### src/rtl/ocmp_pkg.sv
`timescale 1ns/1ps
package ocmp_pkg;

    localparam int CNT_W  = 16;
    localparam int DATA_W = 16;
    localparam int ADDR_W = 2;
    localparam int MODE_W = 3;

    typedef enum logic [MODE_W-1:0] {
        OC_OFF    = 3'd0,
        OC_SET    = 3'd1,
        OC_CLR    = 3'd2,
        OC_TGL    = 3'd3,
        OC_PULSE1 = 3'd4,
        OC_PULSEN = 3'd5,
        OC_PWM    = 3'd6,
        OC_PWMF   = 3'd7
    } oc_mode_e;

    typedef enum logic [ADDR_W-1:0] {
        RA_CTRL = 2'd0,
        RA_PRI  = 2'd1,
        RA_SEC  = 2'd2,
        RA_FLAG = 2'd3
    } oc_addr_e;

    typedef struct packed {
        logic              en;
        logic [ADDR_W-1:0] addr;
        logic [DATA_W-1:0] data;
    } oc_wr_t;

    typedef struct packed {
        logic             out;
        logic             fault;
        logic             armed;
        logic [CNT_W-1:0] duty;
    } oc_state_t;

    function automatic logic is_pwm(oc_mode_e m);
        return (m == OC_PWM) || (m == OC_PWMF);
    endfunction

    function automatic logic is_single(oc_mode_e m);
        return (m == OC_SET) || (m == OC_CLR) || (m == OC_TGL);
    endfunction

endpackage

### src/rtl/ocmp_regs.sv
`timescale 1ns/1ps
module ocmp_regs
    import ocmp_pkg::*;
(
    input  logic             clk,
    input  logic             rst,
    input  oc_wr_t           wr,
    output oc_mode_e         mode_o,
    output logic [CNT_W-1:0] pri_o,
    output logic [CNT_W-1:0] sec_o,
    output logic             ctrl_wr_o,
    output logic             flag_clr_o
);
    oc_mode_e         mode_q;
    logic [CNT_W-1:0] pri_q;
    logic [CNT_W-1:0] sec_q;

    always_ff @(posedge clk) begin
        if (rst) begin
            mode_q <= OC_OFF;
            pri_q  <= '0;
            sec_q  <= '0;
        end else if (wr.en) begin
            case (oc_addr_e'(wr.addr))
                RA_CTRL: mode_q <= oc_mode_e'(wr.data[MODE_W-1:0]);
                RA_PRI:  pri_q  <= wr.data[CNT_W-1:0];
                RA_SEC:  sec_q  <= wr.data[CNT_W-1:0];
                default: ;
            endcase
        end
    end

    assign ctrl_wr_o  = wr.en && (oc_addr_e'(wr.addr) == RA_CTRL);
    assign flag_clr_o = wr.en && (oc_addr_e'(wr.addr) == RA_FLAG) && !wr.data[0];
    assign mode_o     = mode_q;
    assign pri_o      = pri_q;
    assign sec_o      = sec_q;

    // a primary write is visible on the next clock
    a_r11_pri_load: assert property (@(posedge clk) disable iff (rst)
        (wr.en && oc_addr_e'(wr.addr) == RA_PRI) |=> (pri_q == $past(wr.data[CNT_W-1:0])));

endmodule

### src/rtl/ocmp_tbmux.sv
`timescale 1ns/1ps
module ocmp_tbmux
    import ocmp_pkg::*;
#(
    parameter int NUM_TB = 2
) (
    input  logic                        sel,
    input  logic [NUM_TB-1:0][CNT_W-1:0] cnt_i,
    input  logic [NUM_TB-1:0]            per_i,
    output logic [CNT_W-1:0]            cnt_o,
    output logic                        per_o
);
    localparam int SEL_W = (NUM_TB > 1) ? $clog2(NUM_TB) : 1;

    logic [SEL_W-1:0] idx;
    assign idx = SEL_W'(sel);

    always_comb begin
        cnt_o = cnt_i[0];
        per_o = per_i[0];
        for (int k = 1; k < NUM_TB; k++) begin
            if (idx == SEL_W'(k)) begin
                cnt_o = cnt_i[k];
                per_o = per_i[k];
            end
        end
    end
endmodule

### src/rtl/ocmp_core.sv
`timescale 1ns/1ps
module ocmp_core
    import ocmp_pkg::*;
(
    input  logic             clk,
    input  logic             rst,
    input  oc_mode_e         mode_i,
    input  logic [CNT_W-1:0] pri_i,
    input  logic [CNT_W-1:0] sec_i,
    input  logic             ctrl_wr_i,
    input  logic             flag_clr_i,
    input  logic [CNT_W-1:0] cnt_i,
    input  logic             per_i,
    input  logic             fault_n_i,
    output logic             out_o,
    output logic             flag_o
);
    oc_state_t st_q, st_d;
    logic      flag_q;
    logic      event_d;
    logic      hit_pri, hit_sec, hit_duty;

    assign hit_pri  = (cnt_i == pri_i);
    assign hit_sec  = (cnt_i == sec_i);
    assign hit_duty = (cnt_i == st_q.duty);

    always_comb begin
        st_d    = st_q;
        event_d = 1'b0;
        if (ctrl_wr_i) begin
            st_d.out   = 1'b0;
            st_d.fault = 1'b0;
            st_d.armed = 1'b1;
        end else begin
            case (mode_i)
                OC_OFF: st_d.out = 1'b0;
                OC_SET: if (hit_pri) begin st_d.out = 1'b1;       event_d = 1'b1; end
                OC_CLR: if (hit_pri) begin st_d.out = 1'b0;       event_d = 1'b1; end
                OC_TGL: if (hit_pri) begin st_d.out = ~st_q.out;  event_d = 1'b1; end
                OC_PULSE1, OC_PULSEN: begin
                    if (st_q.armed) begin
                        if (hit_sec && (st_q.out || hit_pri)) begin
                            st_d.out = 1'b0;
                            event_d  = 1'b1;
                            if (mode_i == OC_PULSE1) st_d.armed = 1'b0;
                        end else if (hit_pri) begin
                            st_d.out = 1'b1;
                        end
                    end
                end
                default: begin
                    if (mode_i == OC_PWMF && (st_q.fault || !fault_n_i)) begin
                        st_d.out = 1'b0;
                        if (!st_q.fault) begin
                            st_d.fault = 1'b1;
                            event_d    = 1'b1;
                        end
                    end else if (per_i) begin
                        st_d.duty = sec_i;
                        st_d.out  = (sec_i != '0);
                        event_d   = 1'b1;
                    end else if (hit_duty) begin
                        st_d.out = 1'b0;
                    end
                end
            endcase
        end
    end

    always_ff @(posedge clk) begin
        if (rst) begin
            st_q   <= '{out: 1'b0, fault: 1'b0, armed: 1'b1, duty: '0};
            flag_q <= 1'b0;
        end else begin
            st_q <= st_d;
            if (event_d)         flag_q <= 1'b1;
            else if (flag_clr_i) flag_q <= 1'b0;
        end
    end

    assign out_o  = st_q.out;
    assign flag_o = flag_q;

    // disabled mode leaves the pin low
    a_r3_off_low: assert property (@(posedge clk) disable iff (rst)
        (mode_i == OC_OFF) |=> !st_q.out);
    // a single-mode match raises the flag
    a_r4_match_flag: assert property (@(posedge clk) disable iff (rst)
        (!ctrl_wr_i && is_single(mode_i) && hit_pri) |=> flag_q);
    // a finished single pulse keeps the pin low
    a_r5_single_done: assert property (@(posedge clk) disable iff (rst)
        (mode_i == OC_PULSE1 && !st_q.armed) |-> !st_q.out);
    // a zero duty copied at a period strobe keeps the pin low
    a_r7_zero_duty: assert property (@(posedge clk) disable iff (rst)
        (!ctrl_wr_i && mode_i == OC_PWM && per_i && sec_i == '0) |=> !st_q.out);
    // an active fault forces the pin low
    a_r9_fault_low: assert property (@(posedge clk) disable iff (rst)
        (!ctrl_wr_i && mode_i == OC_PWMF && !fault_n_i) |=> !st_q.out);
    // entering the fault state raises the flag
    a_r9_fault_flag: assert property (@(posedge clk) disable iff (rst)
        $rose(st_q.fault) |-> flag_q);

endmodule

### src/rtl/ocmp_channel.sv
`timescale 1ns/1ps
module ocmp_channel
    import ocmp_pkg::*;
(
    input  logic              clk,
    input  logic              rst,
    input  logic              tb_sel,
    input  logic [CNT_W-1:0]  cnt_a,
    input  logic              per_a,
    input  logic [CNT_W-1:0]  cnt_b,
    input  logic              per_b,
    input  logic              wr_en,
    input  logic [ADDR_W-1:0] wr_addr,
    input  logic [DATA_W-1:0] wr_data,
    input  logic              fault_n,
    output logic              pin_out,
    output logic              pin_oe,
    output logic              irq_flag
);
    oc_wr_t           wr;
    oc_mode_e         mode;
    logic [CNT_W-1:0] pri, sec, cnt_sel;
    logic             ctrl_wr, flag_clr, per_sel;

    assign wr = '{en: wr_en, addr: wr_addr, data: wr_data};

    ocmp_regs u_regs (
        .clk        (clk),
        .rst        (rst),
        .wr         (wr),
        .mode_o     (mode),
        .pri_o      (pri),
        .sec_o      (sec),
        .ctrl_wr_o  (ctrl_wr),
        .flag_clr_o (flag_clr)
    );

    ocmp_tbmux #(.NUM_TB(2)) u_mux (
        .sel   (tb_sel),
        .cnt_i ({cnt_b, cnt_a}),
        .per_i ({per_b, per_a}),
        .cnt_o (cnt_sel),
        .per_o (per_sel)
    );

    ocmp_core u_core (
        .clk        (clk),
        .rst        (rst),
        .mode_i     (mode),
        .pri_i      (pri),
        .sec_i      (sec),
        .ctrl_wr_i  (ctrl_wr),
        .flag_clr_i (flag_clr),
        .cnt_i      (cnt_sel),
        .per_i      (per_sel),
        .fault_n_i  (fault_n),
        .out_o      (pin_out),
        .flag_o     (irq_flag)
    );

    assign pin_oe = (mode != OC_OFF);

endmodule

### config.mk
export PLATFORM = sky130hd
export DESIGN_NAME = ocmp_channel
export DESIGN_NICKNAME = d
export VERILOG_FILES = /design/src/rtl/ocmp_pkg.sv /design/src/rtl/ocmp_regs.sv /design/src/rtl/ocmp_tbmux.sv /design/src/rtl/ocmp_core.sv /design/src/rtl/ocmp_channel.sv
export SDC_FILE = /design/constraint.sdc
export NUM_CORES = 1
export LEC_CHECK = 0
export BUFFER_PORTS_ARGS = -buffer_cell sky130_fd_sc_hd__buf_4
export CORE_MARGIN = 5
export CORE_UTILIZATION = 59
export CTS_CLUSTER_DIAMETER = 60
export DETAILED_ROUTE_END_ITERATION = 12
export PLACE_DENSITY = 0.86
export RECOVER_POWER = 100
export SLEW_MARGIN = 20
export SYNTH_ARGS = -nofsm -noshare
export SYNTH_HDL_FRONTEND = slang
export SYNTH_SLANG_ARGS = --single-unit
### constraint.sdc
create_clock -name clk -period 5.6 [get_ports clk]
set_input_delay 0.56 -clock clk [delete_from_list [all_inputs] [get_ports clk]]
set_output_delay 0.56 -clock clk [all_outputs]
set_load 0.005 [all_outputs]
Word level (Yosys, flattened, before mapping):

Index checks and enable logic that the tools add are counted.
W data, S select, Z words.

* register bits: 55
* input bits: 57
* output and inout port bits: 3
* word-level logic and storage cells: 76

* equality and inequality tests: 15
* bitwise logic cells: 4
* muxes and demuxes: 24
* reduce and logical (&&, ||, !) cells: 25

Operators by type and width (count)
* $eq A16 B16 Y1: 3
* $mux W1: 21
* $mux W16: 1
* $reduce_bool A16 Y1: 1
* $eq A3 B3 Y1 const B: 3
* $reduce_and A2 Y1: 4
* $reduce_and A4 Y1: 2
* $reduce_bool A8 Y1: 1
* $eq A3 B2 Y1 const B: 2
* $ne A2 B1 Y1 const B: 3
* $reduce_or A6 Y1: 1
* $logic_and A1 B1 Y1: 5
* $pmux W1 S5: 1
* $eq A2 B2 Y1 const B: 2
* $not A1 Y1: 4
* $reduce_or A2 Y1: 2
* $eq A3 B1 Y1 const B: 1
* $logic_not A3 Y1: 1
* $pmux W1 S3: 1
* $reduce_bool A3 Y1: 1
* $reduce_or A3 Y1: 1
* $eq A2 B1 Y1 const B: 1
* $logic_not A1 Y1: 2
* $logic_not A2 Y1: 1
* 2 further kinds: 3

Longest topological paths before layout:

* depth after elaboration: 9
* mapped depth: 9
* gate-level depth less buffers: 7

Hierarchy:

A second synthesis with hierarchy kept.

* cells, all modules: 322
* area total of the unflattened synthesis: 3159.3 um^2

By module, submodules not included
* ocmp_regs: cells each 138, area each 1472.7 um^2, instances 1, seq. area each 700.7 um^2
* ocmp_core: cells each 164, area each 1420.1 um^2, instances 1, seq. area each 400.4 um^2
* ocmp_tbmux: cells each 19, area each 260.2 um^2, instances 1, seq. area each 0.0 um^2
* ocmp_channel: cells each 1, area each 6.3 um^2, instances 1, seq. area each 0.0 um^2

Worst setup path before layout:

No wires, ideal clock.

* kind: input to register
* start point: input port tb_sel
* end point: register u_core.st_q (netlist bit u_core.out_o)
* arrival: 2.135 ns
* required time: 5.484 ns
* cell stages on the path: 9
* setup time: 0.116 ns
* slack: 3.349 ns
* buffers on the path: 2
* path through: buf_6 buf_12 mux2i_4 xnor2_1 nor4_1 nand4_1 nor4b_2 nor4_1 a31o_1

* word-level cells in the longest chain between the ends: 7
* elaborated cells between the ends (all ways): 17
* classes of those cells: 5 x eq/ne; 8 x mux; 4 x reduce/logical

RTL lines
* from (decl): RTL line ocmp_channel.sv:7 `input logic tb_sel,`
* $mux W16: RTL line ocmp_tbmux.sv:22 `if (idx == SEL_W'(k)) begin`
* $eq A16 B16 Y1: RTL line ocmp_core.sv:23 `assign hit_pri = (cnt_i == pri_i);`
* $logic_or A1 B1 Y1: RTL line ocmp_core.sv:42 `if (hit_sec && (st_q.out || hit_pri)) begin`
* $logic_and A1 B1 Y1: RTL line ocmp_core.sv:42
* $mux W1: RTL line ocmp_core.sv:42
* $mux W1: RTL line ocmp_core.sv:41 `if (st_q.armed) begin`
* $pmux W1 S5: RTL line ocmp_core.sv:35 `case (mode_i)`
* to (signal assigned): RTL line ocmp_core.sv:72 `st_q <= '{out: 1'b0, fault: 1'b0, armed: 1'b1, duty: '0};`
* to (signal assigned): RTL line ocmp_core.sv:75 `st_q <= st_d;`
* to (decl): RTL line ocmp_core.sv:18 `oc_state_t st_q, st_d;`

Several ways; a longest one is shown, not always the timed one. The select of a mux whose other input is x is not followed.
A chain may end at the register's enable or synchronous reset.

Worst setup path after layout:

Same ends and word-level chain as after synthesis.

==> metrics.txt <==
status=finished, violations left; failing checks=max-capacitance violations, max-slew violations; RSZ-0062 raised after global routing=no; Max Slew Vio Count=18; Placed Area=3400 sq um; total CTS buffers=5; core area=around 4800 sq um; Die Wd=just over 80 um; combinational share of power=0.160; switch share=0.237; Clock transition at path regs=approximately 0.10 ns; Hold Path Class=register to register; Lkg Pwr=roughly 1.2 nW; Mapped Area=between 2000 and 3000 sq um; post-detailed-route wirelength per cell=15.6 um; initial core utilization=0.612; grt total ovfl=0; clock skew=between 0.01 and 0.015 ns; Antenna diodes=0; CP Capture Type=register; Area growth, synth to finish=20.2%; Primary FF master, synth=dfxtp_1; r2r worst-path depth=6; PostCTS Resize Cnt=0; antenna-violating nets left=0; CTS tree=done; crit share post-route=0.603; largest net degree at the start of global routing=55; P_sw=just over 0.2 mW; flop-to-flop setup slack=roughly 3.8 ns; via count=~2700; Post-synth EDFFs=0; root buffer cell=clkbuf_8; CP max stage delay=1.23 ns; PortBufs=59; Mapped Avg Cell Area=roughly 8.2 sq um; flops & latches, synth=55; fin util=0.736; Int Pwr=0.649 mW; GRT Overall Usage=0.241; final wirelength=around 7500 um; remaining routing DRC violations=0; Die Span Y=just over 80 um; final instance area=3520 sq um; Hold Path Depth=2; final weighted congestion in routability-driven placement=approximately 0.99; VDD IR-drop max=around 180 uV; pre-CTS setup slack=2.88 ns; Post-CTS Hold Buffers=0; die area=approximately 6500 sq um; maxcap violations=1; Rows=25; slowest CP cell=clkbuf_1; Setup Viol. Count Final=0; vias in the first global route=around 2700; global-route wire length before repair=12200 um; Startpoint Class=input port; Synth cell types=33; Cells after Synth=roughly 360; Clock Path Buffers=2; relative slew slack=-0.158; Req. time, crit path=around 5.9 ns; worst-skew pair later-pin latency=between 0.3 and 0.4 ns; crit path DAT=3.64 ns; post-synthesis net count=around 410; worst path cell trace=clkbuf_1, mux2i_1, xnor2_1, nor4_1, nand4_1, and3_1, nor4_1, a31o_1; initial antenna violation count=0; Least-Margin Pin Slew=approximately 1.7 ns; type of the worst setup path=input port to register; post-DP HPWL=~5700 um; Clock Power Share=0.357; Min-Delay Endpoint=u_core.st_q[7]; total clock sinks=55; critical path peak fanout=17; RR Startpoint=u_regs.sec_o[6]; Setup TNS=0 ns; fraction of power consumed by sequential logic=0.483; endpoints failing hold=0; HP Start=u_core.st_q[7]; worst setup margin=~2.2 ns; crit path buf inv count=1; share of cells above drive strength 1=0.193; postcts setup bufs=0; yosys warns=0; ys async rst share=0; First-pass DRT Iterations=4; FF-to-FF End=u_core.out_o; CP top delay family=buffers and inverters; Critical Path Most Common Cell=nor4_1; fin nets=approximately 470; total chip power=0.850 mW; Pwr Density=241 nW/um^2; Seq/Total Area, Yosys=0.376; Tmin final=approximately 3.4 ns; DR iter-0 viols=about 250; IO Pins=60; Fmax=between 200 and 300 MHz; routed vias/inst=between 5 and 6; H-tree levels=2
## metrics by stage
step / std cells / hold WS, ns
6_report: 477 / 0.477
4_1_cts: 477 / 0.475
3_5_place_dp: 469 / 0.461
5_1_grt: 477 / 0.495
2_1_floorplan: 356 / 0.443
3_3_place_gp: 469 / 0.455
## power by group through the flow
stage          clock network (mW)  logic (mW)  registers [mW]
2_1_floorplan                   0      0.0873           0.414
3_3_place_gp                    0       0.134           0.419
3_5_place_dp                    0       0.136           0.419
4_1_cts                     0.306       0.137           0.410
5_1_grt                     0.320       0.147           0.411
6_report                    0.304       0.136           0.410
## how the worst max path moves through the flow
stage / start / depth (start not counted) / end
finish: tb_sel / 8 / u_core.out_o
global route: tb_sel / 8 / u_core.out_o
floorplan: tb_sel / 9 / u_core.out_o
CTS: tb_sel / 8 / u_core.out_o
global placement: tb_sel / 8 / u_core.out_o
detailed placement: tb_sel / 8 / u_core.out_o
## synthesized netlist by cell type, types with 3 or more instances
library cell  count  area [sq um]
nor4_1           17           106
mux2i_4           8           180
mux2i_1          10           100
clkbuf_1         12          45.0
dfxtp_1          55          1100
o21ai_0           3          15.0
nand3_1           5          25.0
inv_1             4          15.0
xnor2_1          48           420
a21oi_1          53           265
nor2_1           10          37.5
nand2_1         101           379
nand4_1           3          18.8
## cell type report
type | count | area, sq um
Clock buffer | 6 | 72.6
Multi-Input combinational cell | 281 | 1730
Inverter | 4 | 15.0
Fill cell | 365 | 1260
Tap cell | 67 | 83.8
Sequential cell | 55 | 1100
Timing Repair Buffer | 62 | 454
Clock inverter | 2 | 60.1
## metal layers
| layer | GRT usage | vias up | part of all wire |
|---|---|---|---|
| met5 | 0 | - | 0 |
| met3 | 0.0460 | 16 | 0.10 |
| met2 | 0.403 | 126 | 0.46 |
| met1 | 0.316 | 1241 | 0.42 |
| met4 | 0.0625 | 0 | 0.015 |
| li1 | - | 1309 | - |
## cell families after synthesis
logic type	count (synthesis)	synth area share
buffers and inverters	20	0.0346
muxes	19	0.100
xor gates and xnor gates	48	0.143
and+or+nand+nor	151	0.231
AOI/OAI and AO/OA	63	0.115
DFF	55	0.376
## sequential cells by signal, summed over array words and instances, names as in the netlist
register	count
u_core.flag_o	1
u_core.out_o	1
u_core.st_q	18
u_regs.mode_o	3
u_regs.pri_o	16
u_regs.sec_o	16
## cell usage in the layout, fill, tap and decap left out
master / netlist / final
nand3_1: 5 / 5
a31o_1: 2 / 2
mux2i_4: 8 / 8
clkbuf_4: 0 / 3
clkbuf_8: 0 / 5
nor4_2: 0 / 1
or3b_2: 1 / 1
nor3_1: 1 / 1
nand2b_1: 2 / 2
a21oi_1: 53 / 53
and3_1: 2 / 2
clkbuf_1: 12 / 4
o311ai_0: 1 / 1
a2bb2oi_1: 1 / 1
or2_2: 1 / 1
o221ai_1: 1 / 1
nor4_1: 17 / 16
buf_4: 0 / 56
mux2i_2: 1 / 1
nand3b_1: 2 / 2
nor3b_1: 2 / 2
o21ai_0: 3 / 3
inv_1: 4 / 4
nor2_1: 10 / 10
bufinv_16: 0 / 2
xnor2_1: 48 / 48
nor2b_1: 1 / 1
nand4_1: 3 / 3
nand2_1: 101 / 101
a31oi_1: 1 / 1
nor4b_2: 1 / 1
dfxtp_1: 55 / 55
or3_1: 2 / 2
mux2i_1: 10 / 10
o31ai_1: 1 / 1
## worst reg2reg max path, cell delays in order (launching register included)
cell	delay, ns
dfxtp_1	0.44
xnor2_1	0.10
nor4_1	0.31
nand4_1	0.19
nor4b_2	0.32
nor4_1	0.11
a31o_1	0.23
Note: power is estimated with default switching activity, not from simulation.
